==> config.mk <==
export PLATFORM = sky130hd
export DESIGN_NAME = local_hist_predictor
export DESIGN_NICKNAME = d
export VERILOG_FILES = /design/src/rtl/lhp_pkg.sv /design/src/rtl/lhp_read_port.sv /design/src/rtl/lhp_hist_bank.sv /design/src/rtl/lhp_pht.sv /design/src/rtl/local_hist_predictor.sv
export SDC_FILE = /design/constraint.sdc
export NUM_CORES = 1
export LEC_CHECK = 0
export BUFFER_PORTS_ARGS = -buffer_cell sky130_fd_sc_hd__buf_2
export CAP_MARGIN = 20
export CORE_MARGIN = 8
export CORE_UTILIZATION = 45
export CTS_CLUSTER_DIAMETER = 200
export DETAILED_ROUTE_END_ITERATION = 7
export GPL_ROUTABILITY_DRIVEN = 0
export GPL_TIMING_DRIVEN = 0
export PLACE_DENSITY = 0.65
export SYNTH_ARGS = -nofsm -noshare
export SYNTH_HDL_FRONTEND = slang
export SYNTH_SLANG_ARGS = --single-unit
==> constraint.sdc <==
create_clock -name clk -period 3.9 [get_ports clk]
set_input_delay 0 -clock clk [delete_from_list [all_inputs] [get_ports clk]]
set_output_delay 0 -clock clk [all_outputs]
set_load 0.02 [all_outputs]
==> src/rtl/lhp_pkg.sv <==
package lhp_pkg;

   localparam int unsigned CTR_W_MAX = 8;

   typedef logic [CTR_W_MAX-1:0] ctr_word_t;

   // Reset value: weakest state that still predicts not taken
   function automatic ctr_word_t ctr_weak_nt(int unsigned w);
      return ctr_word_t'((1 << (w - 1)) - 1);
   endfunction

   function automatic ctr_word_t ctr_top(int unsigned w);
      return ctr_word_t'((1 << w) - 1);
   endfunction

   // Saturating step toward the resolved direction
   function automatic ctr_word_t ctr_step(ctr_word_t c, logic taken, int unsigned w);
      if (taken)
         return (c == ctr_top(w)) ? c : c + ctr_word_t'(1);
      else
         return (c == '0) ? c : c - ctr_word_t'(1);
   endfunction

endpackage

==> src/rtl/lhp_read_port.sv <==
module lhp_read_port #(
   parameter int unsigned ENTRIES = 64,
   parameter int unsigned WORD_W  = 6,
   parameter int unsigned IDX_W   = 6
) (
   input  logic [ENTRIES*WORD_W-1:0] flat,
   input  logic [IDX_W-1:0]          idx,
   output logic [WORD_W-1:0]         q
);

   always_comb begin
      q = flat[int'(idx)*WORD_W +: WORD_W];
   end

endmodule

==> src/rtl/lhp_hist_bank.sv <==
module lhp_hist_bank #(
   parameter int unsigned NUM_HREGS = 64,
   parameter int unsigned HIST_LEN  = 6,
   parameter int unsigned SEL_W     = 6
) (
   input  logic                          clk,
   input  logic                          rst_n,
   input  logic                          wr_en,
   input  logic [SEL_W-1:0]              wr_sel,
   input  logic                          wr_bit,
   output logic [NUM_HREGS*HIST_LEN-1:0] hist_flat
);

   for (genvar g = 0; g < NUM_HREGS; g++) begin : g_reg
      logic [HIST_LEN-1:0] shreg;

      always_ff @(posedge clk or negedge rst_n) begin
         if (!rst_n)
            shreg <= '0;
         else if (wr_en && (wr_sel == SEL_W'(g)))
            shreg <= {shreg[HIST_LEN-2:0], wr_bit};
      end

      assign hist_flat[g*HIST_LEN +: HIST_LEN] = shreg;
   end

endmodule

==> src/rtl/lhp_pht.sv <==
module lhp_pht #(
   parameter int unsigned HIST_LEN = 6,
   parameter int unsigned CTR_W    = 2
) (
   input  logic                                clk,
   input  logic                                rst_n,
   input  logic                                wr_en,
   input  logic [HIST_LEN-1:0]                 wr_idx,
   input  logic                                wr_taken,
   output logic [(1 << HIST_LEN)*CTR_W-1:0]    ctr_flat
);
   import lhp_pkg::*;

   localparam int unsigned DEPTH = 1 << HIST_LEN;
   localparam logic [CTR_W-1:0] CTR_INIT = CTR_W'(ctr_weak_nt(CTR_W));

   for (genvar g = 0; g < DEPTH; g++) begin : g_ctr
      logic [CTR_W-1:0] ctr_q;

      always_ff @(posedge clk or negedge rst_n) begin
         if (!rst_n)
            ctr_q <= CTR_INIT;
         else if (wr_en && (wr_idx == HIST_LEN'(g)))
            ctr_q <= CTR_W'(ctr_step(ctr_word_t'(ctr_q), wr_taken, CTR_W));
      end

      assign ctr_flat[g*CTR_W +: CTR_W] = ctr_q;
   end

endmodule

==> src/rtl/local_hist_predictor.sv <==
module local_hist_predictor #(
   parameter int unsigned PC_W      = 32,
   parameter int unsigned PC_LSB    = 2,
   parameter int unsigned NUM_HREGS = 64,
   parameter int unsigned HIST_LEN  = 6,
   parameter int unsigned CTR_W     = 2
) (
   input  logic            clk,
   input  logic            rst_n,
   input  logic [PC_W-1:0] pred_pc,
   output logic            pred_taken,
   input  logic            upd_valid,
   input  logic [PC_W-1:0] upd_pc,
   input  logic            upd_taken
);

   localparam int unsigned SEL_W     = (NUM_HREGS > 1) ? $clog2(NUM_HREGS) : 1;
   localparam int unsigned PHT_DEPTH = 1 << HIST_LEN;

   // Elaboration-time parameter checks
   if (HIST_LEN < 2 || HIST_LEN > 12) begin : g_bad_hist
      $error("HIST_LEN must lie in 2..12");
   end
   if (CTR_W < 1 || CTR_W > lhp_pkg::CTR_W_MAX) begin : g_bad_ctr
      $error("CTR_W out of range");
   end
   if (NUM_HREGS > 1 && (1 << SEL_W) != NUM_HREGS) begin : g_bad_regs
      $error("NUM_HREGS must be a power of two");
   end
   if (PC_LSB + SEL_W > PC_W) begin : g_bad_pc
      $error("PC too narrow for register select");
   end

   logic [SEL_W-1:0]              pred_sel, upd_sel;
   logic [HIST_LEN-1:0]           pred_hist, upd_hist;
   logic [CTR_W-1:0]              pred_ctr;
   logic [NUM_HREGS*HIST_LEN-1:0] hist_flat;
   logic [PHT_DEPTH*CTR_W-1:0]    pht_flat;
   logic                          unused_bits;

   // Register select: a single register needs no PC bits at all
   if (NUM_HREGS == 1) begin : g_sel_single
      assign pred_sel = '0;
      assign upd_sel  = '0;
   end else begin : g_sel_pc
      assign pred_sel = pred_pc[PC_LSB +: SEL_W];
      assign upd_sel  = upd_pc[PC_LSB +: SEL_W];
   end

   lhp_hist_bank #(
      .NUM_HREGS(NUM_HREGS), .HIST_LEN(HIST_LEN), .SEL_W(SEL_W)
   ) u_hist (
      .clk(clk), .rst_n(rst_n),
      .wr_en(upd_valid), .wr_sel(upd_sel), .wr_bit(upd_taken),
      .hist_flat(hist_flat)
   );

   lhp_pht #(
      .HIST_LEN(HIST_LEN), .CTR_W(CTR_W)
   ) u_pht (
      .clk(clk), .rst_n(rst_n),
      .wr_en(upd_valid), .wr_idx(upd_hist), .wr_taken(upd_taken),
      .ctr_flat(pht_flat)
   );

   lhp_read_port #(
      .ENTRIES(NUM_HREGS), .WORD_W(HIST_LEN), .IDX_W(SEL_W)
   ) u_rd_pred_hist (
      .flat(hist_flat), .idx(pred_sel), .q(pred_hist)
   );

   lhp_read_port #(
      .ENTRIES(NUM_HREGS), .WORD_W(HIST_LEN), .IDX_W(SEL_W)
   ) u_rd_upd_hist (
      .flat(hist_flat), .idx(upd_sel), .q(upd_hist)
   );

   lhp_read_port #(
      .ENTRIES(PHT_DEPTH), .WORD_W(CTR_W), .IDX_W(HIST_LEN)
   ) u_rd_pred_ctr (
      .flat(pht_flat), .idx(pred_hist), .q(pred_ctr)
   );

   assign pred_taken  = pred_ctr[CTR_W-1];
   assign unused_bits = ^{pred_pc, upd_pc, pred_ctr};

endmodule

==> flow_summary.yaml, run 1 <==
status:
  outcome: "finished, violations left"
  violations: "negative hold slack, negative setup slack"
power:
  p_int_mw: 9.146
  pwr_density_cell_nw_per_um2: 390.1
  clockPowerShare: 0.445
  p_switching_mw: 3.244
  ir_drop_mv: 0.4996
  pwr-share-comb: 0.100
  seqPwrFrac: 0.455
  swShare: 0.2618
  p_leak_nw: 13.68
  power.total_mw: 12.39
cells_and_area:
  finalNetCount: 2361
  final.fill_count: 5308
  regArea_um2: 12890
  multi_input_area_um2: 14640
  synthToLayoutAreaGrowth_pct: 13.14
  drive_gt1_frac: 0.3811
worst_setup_path:
  cp.buffers_inverters: 2
  worstPathCellList: "mux4_2 > a22oi_2 > a21boi_2 > or4_4 > buf_4 > a2111oi_0 > o41ai_2 > a211oi_1 > nor4_2 > buf_4"
  worstPathRequired_ps: 3900
  slowest_delay_ps: 600
  worstSetupEndpointType: "output port"
  startpoint_type: "register"
  cp_top_family: "compound AO/OA/AOI/OAI gates"
  cp_max_fo: 7
  endpoint: "pred_taken"
  rr_startpoint: "u_hist.g_reg[43].shreg[4]"
  worstSetupPathType: "reg2out"
  slowest_stage: "or4_4"
  crit_arrival_ps: 4080
  rr_worst_depth: 10
  cp-startpoint: "u_hist.g_reg[47].shreg[2]"
  critPathMostFrequentCell: "buf_4"
  cp.depth: 10
  rrSetupSlack_ps: 110
  r2r_end: "u_pht.g_ctr[2].ctr_q[0]"
global_routing:
  gr-total-overflow: 0
  grt_pass1_wl_um: 138000
  grt_max_degree: 124
  grt_pass1_vias: 21450
  grt_util_all_layers: 0.2604
  antenna_found_initial: 4
yosys:
  async_reset_ff_frac: 1.000
  ys_ff_latch: 512
  synth-edff-count: 0
  ys_warn_count: 0
  synth_area_per_cell_um2: 12.76
  syn-cell-area_um2: 28070
  synth_seq_area_share: 0.4592
  ys_types: 71
  synth_cells: 2200
  synth_flop_cell: "dfrtp_1"
  syn_nets: 2268
min_path:
  hold_class: "in2async"
timing:
  drv_slew: 0
  whs_ps: -37.33
  setup_violations: 1
  slew_headroom: 0.1632
  period_minus_slack_ps: 4078
  tightest_slew_ps: 1255
  fin_ws_ps: -177.6
  fin_skew_ps: 43.25
  hold_viol: 6
  rsz0062_at_grt: "yes"
  finalCritPeriodShare: 1.046
  max_freq_ghz: 0.2452
cts:
  clock_latency_ps: 660
  cts_made_buffers: 55
  root_buffer: "clkbuf_16"
  cts.sinks: 512
  clk_pin_slew_ps: 60
  cts_tree: "built"
  cts_max_level: 2
  cts.path.max_buffers: 3
drt:
  drtAntennaViolNets: 0
  dr_total_vias: 21260
  drc_errors: 0
  drt-pass1-iter-count: 6
  drt_iter0_markers: 2548
  via_per_inst: 6.690
  wirelength_um: 93350
  wl_per_cell_um: 29.37
place:
  dp_hpwl_um: 65760
  io_buffers: 6
  place_ws_ps: -1487
die:
  initial_core_util: 0.4549
  die_area_um2: 70640
  io_pins: 69
  die_w_um: 265.8
  fp-row-count: 91
  core_um2: 61710
  die_h_um: 265.8
flow_run:
  cap_violations: 0
## cell usage in the layout (no fill, tap or decap), types with 54 or more instances in the layout
| cell | Yosys | final |
|---|---|---|
| mux2_2 | 342 | 342 |
| clkbuf_1 | 66 | 59 |
| mux2i_1 | 56 | 54 |
| a21oi_1 | 78 | 78 |
| dfrtp_1 | 448 | 448 |
| mux4_2 | 222 | 222 |
| dfstp_2 | 64 | 64 |
| nor2_1 | 80 | 77 |
| nand2_1 | 221 | 221 |
| clkbuf_16 | 0 | 56 |
| o21ai_0 | 112 | 111 |
## stage by stage
step | std cells | util | TNS (ps) | area (um^2)
after global placement | 3043 | 0.4724 | -3729520 | 29150
after detailed placement | 3058 | 0.4762 | -97400 | 29390
after CTS | 3166 | 0.5111 | -148.3 | 31540
after global routing | 3175 | 0.5146 | -231.0 | 31760
final | 3178 | 0.5147 | -177.6 | 31760
after floorplan | 2200 | - | 0 | 28070
## metal layers
layer  vias up  wire length, um  share of wire  global-route usage
met5         -               15        0.00016                   0
li1       8648                -              -                   -
met2      1259            42900           0.46              0.4085
met3       388             9110          0.098             0.06892
met4         2             6784          0.073              0.1598
met1     10970            34530           0.37              0.3213
## power groups by stage
stage               Combinational [mW]  Clock [mW]  Sequential, mW
floorplan                        0.665           0            5.65
global placement                  1.09           0            5.71
detailed placement                1.14           0            5.72
CTS                               1.18        5.58            5.63
global route                      1.29        5.79            5.65
finish                            1.24        5.52            5.63
## sequential cells by signal (all words and copies together), names as in the netlist
name,flops
u_pht.g_ctr.ctr_q,128
u_hist.g.shreg,384
## cell families (layout without fill, tap and decap cells)
group           Yosys count  in the layout  synth area share
simple gates            483            483           0.08223
flops                   512            512            0.4592
other cells               0              3                 0
mux                     620            620            0.3352
compound gates          411            411           0.09702
buf+inv                 174            312           0.02630
## cell usage after synthesis (4+ instances only)
cell type  instances  area share
o211a_1            6      0.0021
mux2i_1           56       0.020
nor2_2             7      0.0016
or2_1              4     0.00089
a2111oi_0         14      0.0044
mux2_2           342        0.14
a21oi_1           78       0.014
clkbuf_1          66      0.0088
nand2b_1          13      0.0029
dfstp_2           64       0.060
nor3_1            37      0.0066
nor2_1            80       0.011
dfrtp_1          448        0.40
a31oi_1           15      0.0033
o21a_1             8      0.0021
nor3b_1           13      0.0035
a211oi_1          58       0.016
o221a_2            5      0.0020
a22o_1             9      0.0028
nor4_1             5      0.0011
buf_1             13      0.0017
and2_1            20      0.0045
o211ai_1          25      0.0067
or2_2              6      0.0013
a22oi_1           17      0.0045
a2111o_1           4      0.0016
buf_2             38      0.0068
buf_4              4      0.0011
nand4b_1           6      0.0019
nor2b_1            8      0.0018
nand3_1           31      0.0055
a2bb2oi_1          4      0.0012
nand2_1          221       0.030
o2111ai_1          4      0.0012
o311ai_1           4      0.0012
nor3_2             8      0.0029
inv_1             46      0.0062
a221oi_1          14      0.0044
o41ai_1            6      0.0019
mux4_2           222        0.18
o21ai_0          112       0.020
## timing repair
| item | 4_1_cts | 5_1_grt |
|---|---|---|
| hold buffers | 2 | 0 |
| endpoints found under the hold margin | 133 | 0 |
| pin swaps | 7 | 11 |
| buffers inserted | 7 | 8 |
| resized for setup | 65 | 54 |
| setup endpoints to repair | 103 | 14 |
## cell type report
cell class                      count  share of cell area
Antenna cell                        3           0.0002363
Buffer                            120             0.02052
Clock buffer                       78             0.05081
Clock inverter                     24            0.009257
Inverter                           50            0.005909
Multi-Input combinational cell   1514              0.4610
Sequential cell                   512              0.4059
Tap cell                          837             0.03297
Timing Repair Buffer               40             0.01343
## worst min-delay path by stage
stage                                        start                  endpoint
after global placement    u_pht.g_ctr[50].ctr_q[0]  u_pht.g_ctr[50].ctr_q[0]
after CTS                                    rst_n  u_pht.g_ctr[42].ctr_q[1]
final                                        rst_n  u_pht.g_ctr[42].ctr_q[1]
after detailed placement                     rst_n  u_pht.g_ctr[42].ctr_q[1]
after global routing                         rst_n  u_pht.g_ctr[42].ctr_q[1]
after floorplan                              rst_n  u_hist.g_reg[0].shreg[0]
Power figures use the tool's default switching activity.
==> run 2: changes to the inputs <==
==> constraint.sdc (replaced) <==
create_clock -name clk -period 4.1 [get_ports clk]
set_input_delay 0 -clock clk [delete_from_list [all_inputs] [get_ports clk]]
set_output_delay 0 -clock clk [all_outputs]
set_load 0.02 [all_outputs]
==> run 2 against run 1 <==
Against the previous run:
- the flow still finishes with violations (negative hold slack, negative setup slack)
- die area did not move
- sequential power is 4.8% lower
- cell area is 0.94% lower
- critical endpoint unchanged
- highest routed layer unchanged
- clock power decreased by 5.1%
- via count down 0.39%
==> flow_summary.yaml, run 2 (synthesis results as in run 1) <==
power:
  pwr_density_cell_nw_per_um2: 373.2
  power.total_mw: 11.74
  p_leak_nw: 13.54
  ir_drop_mv: 0.4652
timing:
  slew_headroom: 0.1543
  hold_viol: 4
  fin_ws_ps: -218.8
  drv_slew: 0
  max_freq_ghz: 0.2315
  fin_skew_ps: 35.63
  finalCritPeriodShare: 1.053
  period_minus_slack_ps: 4319
  rsz0062_at_grt: "yes"
  whs_ps: -30.21
  tightest_slew_ps: 1259
  setup_violations: 1
global_routing:
  grt_max_degree: 124
  grtUsageMet2: 0.4055
  antenna_found_initial: 4
  grt_pass1_wl_um: 137800
  grt_util_met3: 0.06975
  grt_pass1_vias: 21430
  grt_util_all_layers: 0.2597
  grt_busiest_layer: "met2"
  gr-total-overflow: 0
  grtUsageMet1: 0.3187
cells_and_area:
  drive_gt1_frac: 0.3643
  final.fill_count: 5317
  top_register: "u_hist.g.shreg"
  largestRegisters: "u_hist.g.shreg: 384 flops, u_pht.g_ctr.ctr_q: 128 flops"
  largest_reg_flops: 384
  finalNetCount: 2351
  final_common_cell: "dfrtp_1"
  layout_common_cells: "dfrtp_1, mux2_2, mux4_2"
  synthToLayoutAreaGrowth_pct: 12.08
drt:
  drt-pass1-iter-count: 6
  dr_total_vias: 21180
  drc_errors: 0
  wirelength_um: 92830
  wl_per_cell_um: 29.32
  drt_iter0_markers: 2537
  drtAntennaViolNets: 0
  via_per_inst: 6.690
worst_setup_path:
  crit_arrival_ps: 4320
  r2r_end: "u_pht.g_ctr[38].ctr_q[1]"
  cp_max_fo: 10
  worstSetupEndpointType: "output port"
  startpoint_type: "input pin"
  rr_worst_depth: 10
  rrSetupSlack_ps: 150
  rr_startpoint: "u_hist.g_reg[43].shreg[4]"
  worstPathRequired_ps: 4100
  worstSetupPathType: "in2out"
cts:
  root_buffer: "clkbuf_16"
  clk_pin_slew_ps: 60
  cts.path.max_buffers: 3
  cts_max_level: 2
  cts_tree: "built"
  cts_made_buffers: 55
  cts.sinks: 512
  clock_latency_ps: 640
die:
  die_area_um2: 70640
  io_pins: 69
  core_um2: 61710
  die_w_um: 265.8
  die_h_um: 265.8
  fp-row-count: 91
  initial_core_util: 0.4549
flow_run:
  cap_violations: 0
place:
  io_buffers: 6
  place_ws_ps: -1287
  dp_hpwl_um: 65760
status:
  outcome: "finished, violations left"
  violations: "negative hold slack, negative setup slack"
min_path:
  hold_class: "in2async"
run 2: repair_timing:
item / 4_1_cts / 5_1_grt
resized for setup: 29 / 22
hold buffers: 2 / 0
setup endpoints to repair: 35 / 20
buffers inserted: 2 / 0
pin swaps: 2 / 6
hold endpoints to repair: 133 / 0
run 2: worst max-delay path by stage:
stage                                   start                        to  cells after the start
detailed placement                 pred_pc[3]                pred_taken                     14
finish                             pred_pc[3]                pred_taken                     16
global route        u_hist.g_reg[13].shreg[1]                pred_taken                     12
global placement                        rst_n  u_hist.g_reg[7].shreg[4]                      1
floorplan                          pred_pc[2]                pred_taken                     10
CTS                 u_hist.g_reg[13].shreg[1]                pred_taken                     12
run 2: per-stage QoR:
step	hold slack [ps]	instance area [um^2]	std cells	utilization	TNS [ps]
detailed placement	62.96	29390	3058	0.4762	-71600
global route	39.03	31460	3165	0.5099	-237.1
CTS	18.23	31390	3163	0.5087	-208.5
floorplan	-295.6	28070	2200	-	0
finish	-30.21	31470	3166	0.5099	-218.8
global placement	470.9	29150	3043	0.4724	-3601300
run 2: final cells by class:
type                    instances  area [um^2]  share of cell area
inverters                      50        187.7            0.005964
flip-flops and latches        512        12890              0.4097
plain buffers                 123        604.3             0.01921
repair buffers                 27        325.3             0.01034
multi-input cells            1514        14500              0.4608
diodes                          1        2.502          0.00007953
clock inverters                24        294.0            0.009344
well taps                     837         1047             0.03328
clock buffers                  78         1614             0.05129
run 2: where the power goes:
group | switching [mW] | internal (mW)
clock | 2.18 | 3.07
sequential | 0.159 | 5.20
combinational | 0.729 | 0.409
total | 3.07 | 8.67
run 2: per-layer routing:
| layer | wire (um) | share of wire |
|---|---|---|
| met1 | 34380 | 0.37 |
| met5 | 15 | 0.00016 |
| met2 | 42410 | 0.46 |
| met3 | 9111 | 0.098 |
| met4 | 6918 | 0.075 |
run 2: critical path, cell delays in order:
cell	delay, ps
buf_2	160
buf_2	460
buf_4	390
clkbuf_2	350
buf_8	230
mux4_2	350
a22oi_1	200
nand2_1	120
a22o_1	320
or2_2	320
buf_1	230
a211oi_1	340
a211oi_1	100
o32ai_1	460
nor4_2	100
buf_4	180
==> run 3: changes to the inputs <==
--- a/config.mk
+++ b/config.mk
@@ -5,7 +5,7 @@
 export SDC_FILE = /design/constraint.sdc
 export NUM_CORES = 1
 export LEC_CHECK = 0
-export BUFFER_PORTS_ARGS = -buffer_cell sky130_fd_sc_hd__buf_2
+export BUFFER_PORTS_ARGS = -buffer_cell sky130_fd_sc_hd__buf_4
 export CAP_MARGIN = 20
 export CORE_MARGIN = 8
 export CORE_UTILIZATION = 45
==> run 3 against run 2 <==
Against the previous run:
- non-clock buffer count is 9 higher
- critical path type unchanged
- total power is 2.1% higher
- via count up 0.27%
- wire length barely moved
- worst setup slack gained 190 ps
- the flow finishes with violations (negative setup slack)
- combinational power rose by 4%
- final cell count grew 0.25%
- clock power up 4.0%
- cell area is 1.1% higher
- global-route usage about the same
- largest cell class unchanged
- clock skew rose by 23 ps
==> flow_summary.yaml, run 3 (synthesis results as in run 1) <==
status:
  outcome: "finished, violations left"
  violations: "negative setup slack"
cells_and_area:
  top_register: "u_hist.g.shreg"
  instances_no_fill: 3174
  regArea_um2: 12890
  drive_gt1_frac: 0.3800
  final_common_cell: "dfrtp_1"
  largestRegisters: "u_hist.g.shreg: 384 flops, u_pht.g_ctr.ctr_q: 128 flops"
  largest_reg_flops: 384
  finalNetCount: 2360
  multi_input_area_um2: 14620
  synthToLayoutAreaGrowth_pct: 13.37
  layout_common_cells: "dfrtp_1, mux2_2, mux4_2"
  antennaDiodeCount: 0
  final.fill_count: 5243
worst_setup_path:
  cp-startpoint: "pred_pc[3]"
  slowest_delay_ps: 610
  critPathMostFrequentCell: "buf_4"
  worstSetupEndpointType: "output port"
  slowest_stage: "mux4_2"
  cp.buffers_inverters: 8
  worstPathCellList: "buf_2 > buf_4 > buf_4 > buf_4 > buf_2 > buf_8 > mux4_2 > mux4_2 > mux4_2 > inv_1 > nor2_1 > nand2_1 > o32ai_2 > nor4_2 > buf_4"
  startpoint_type: "input pin"
  cp_max_fo: 10
  worstSetupPathType: "in2out"
  crit_arrival_ps: 4130
  r2r_end: "u_pht.g_ctr[2].ctr_q[0]"
  rr_startpoint: "u_hist.g_reg[43].shreg[4]"
  rr_worst_depth: 10
  cp_top_family: "buffers and inverters"
  rrSetupSlack_ps: 70
  worstPathRequired_ps: 4100
global_routing:
  grt_util_all_layers: 0.2596
  antenna_found_initial: 2
  grt_pass1_vias: 21190
  grt_pass1_wl_um: 137900
  grt_max_degree: 123
  gr-total-overflow: 0
timing:
  hold_viol: 0
  whs_ps: 134.3
  tightest_slew_ps: 1250
  fin_ws_ps: -29.54
  drv_slew: 0
  fin_skew_ps: 58.38
  period_minus_slack_ps: 4130
  finalCritPeriodShare: 1.007
  max_freq_ghz: 0.2422
  slew_headroom: 0.1603
  setup_violations: 1
cts:
  cts.path.max_buffers: 3
  clk_pin_slew_ps: 60
  cts.sinks: 512
  clock_latency_ps: 660
  cts_made_buffers: 55
  cts_tree: "built"
  cts_max_level: 2
  root_buffer: "clkbuf_16"
drt:
  drtAntennaViolNets: 0
  drt_iter0_markers: 2506
  dr_total_vias: 21240
  drt-pass1-iter-count: 8
  via_per_inst: 6.691
  wl_per_cell_um: 29.23
  drc_errors: 0
  wirelength_um: 92770
power:
  ir_drop_mv: 0.3332
  pwr_density_cell_nw_per_um2: 376.7
  power.total_mw: 11.99
  p_leak_nw: 13.71
die:
  io_pins: 69
  die_h_um: 265.8
  core_um2: 61710
  die_area_um2: 70640
  die_w_um: 265.8
  initial_core_util: 0.4549
  fp-row-count: 91
place:
  io_buffers: 6
  dp_hpwl_um: 65760
  place_inst: 3060
min_path:
  hold_class: "in2async"
flow_run:
  cap_violations: 0
## run 3: cell types whose count changed in the layout (fill, tap and decap cells not counted), sizes merged
cell,before,now
diode,1,0
clkinvlp,2,1
bufinv,5,8
buf,74,93
inv,49,50
clkbuf,152,136
clkinv,18,21
## run 3: what timing repair did
action                                  4_1_cts  5_1_grt
hold buffers                                  3        0
resized for setup                            36       63
hold endpoints to repair                    265        0
endpoints found under the setup margin       19        1
cloned                                        0        1
setup buffers                                 3        9
pin swaps                                     4       12
## run 3: per-stage QoR
stage           TNS, ps  utilization  instance area [um^2]  setup slack, ps
2_1_floorplan         0            -                 28070            334.4
3_3_place_gp   -1153600       0.4726                 29170            -2297
3_5_place_dp     -61040       0.4771                 29440            -1308
4_1_cts          -92.97       0.5114                 31560           -92.97
5_1_grt          -8.440       0.5158                 31830           -8.440
6_report         -29.54       0.5158                 31830           -29.54
## run 3: report_power, final
part	internal [mW]	switching (mW)	leakage, nW
logic	0.439	0.738	5.91
registers	5.20	0.159	6.81
clock network	3.21	2.24	0.989
total	8.85	3.14	13.7
## run 3: worst max-delay path by stage
stage	slack (ps)	endpoint	depth (start not counted)
after floorplan	330	pred_taken	10
after global placement	-2300	u_hist.g_reg[13].shreg[0]	1
after detailed placement	-1310	pred_taken	14
after CTS	-90	pred_taken	13
after global routing	-8	pred_taken	11
final	-30	pred_taken	15
## run 3: cell type report
cell class | count | area share
Multi-Input combinational cell | 1514 | 0.4593
Sequential cell | 512 | 0.4051
Clock buffer | 72 | 0.04934
Tap cell | 837 | 0.03290
Buffer | 119 | 0.01954
Timing Repair Buffer | 40 | 0.01498
Clock inverter | 30 | 0.01297
Inverter | 50 | 0.005897
## run 3: routing by layer
| metal | routed length [um] | global-route usage | up-vias |
|---|---|---|---|
| li1 | - | - | 8648 |
| met1 | 34590 | 0.3232 | 11030 |
| met2 | 42870 | 0.4138 | 1218 |
| met3 | 9070 | 0.06468 | 336 |
| met4 | 6201 | 0.1447 | 4 |
| met5 | 32 | 0 | - |
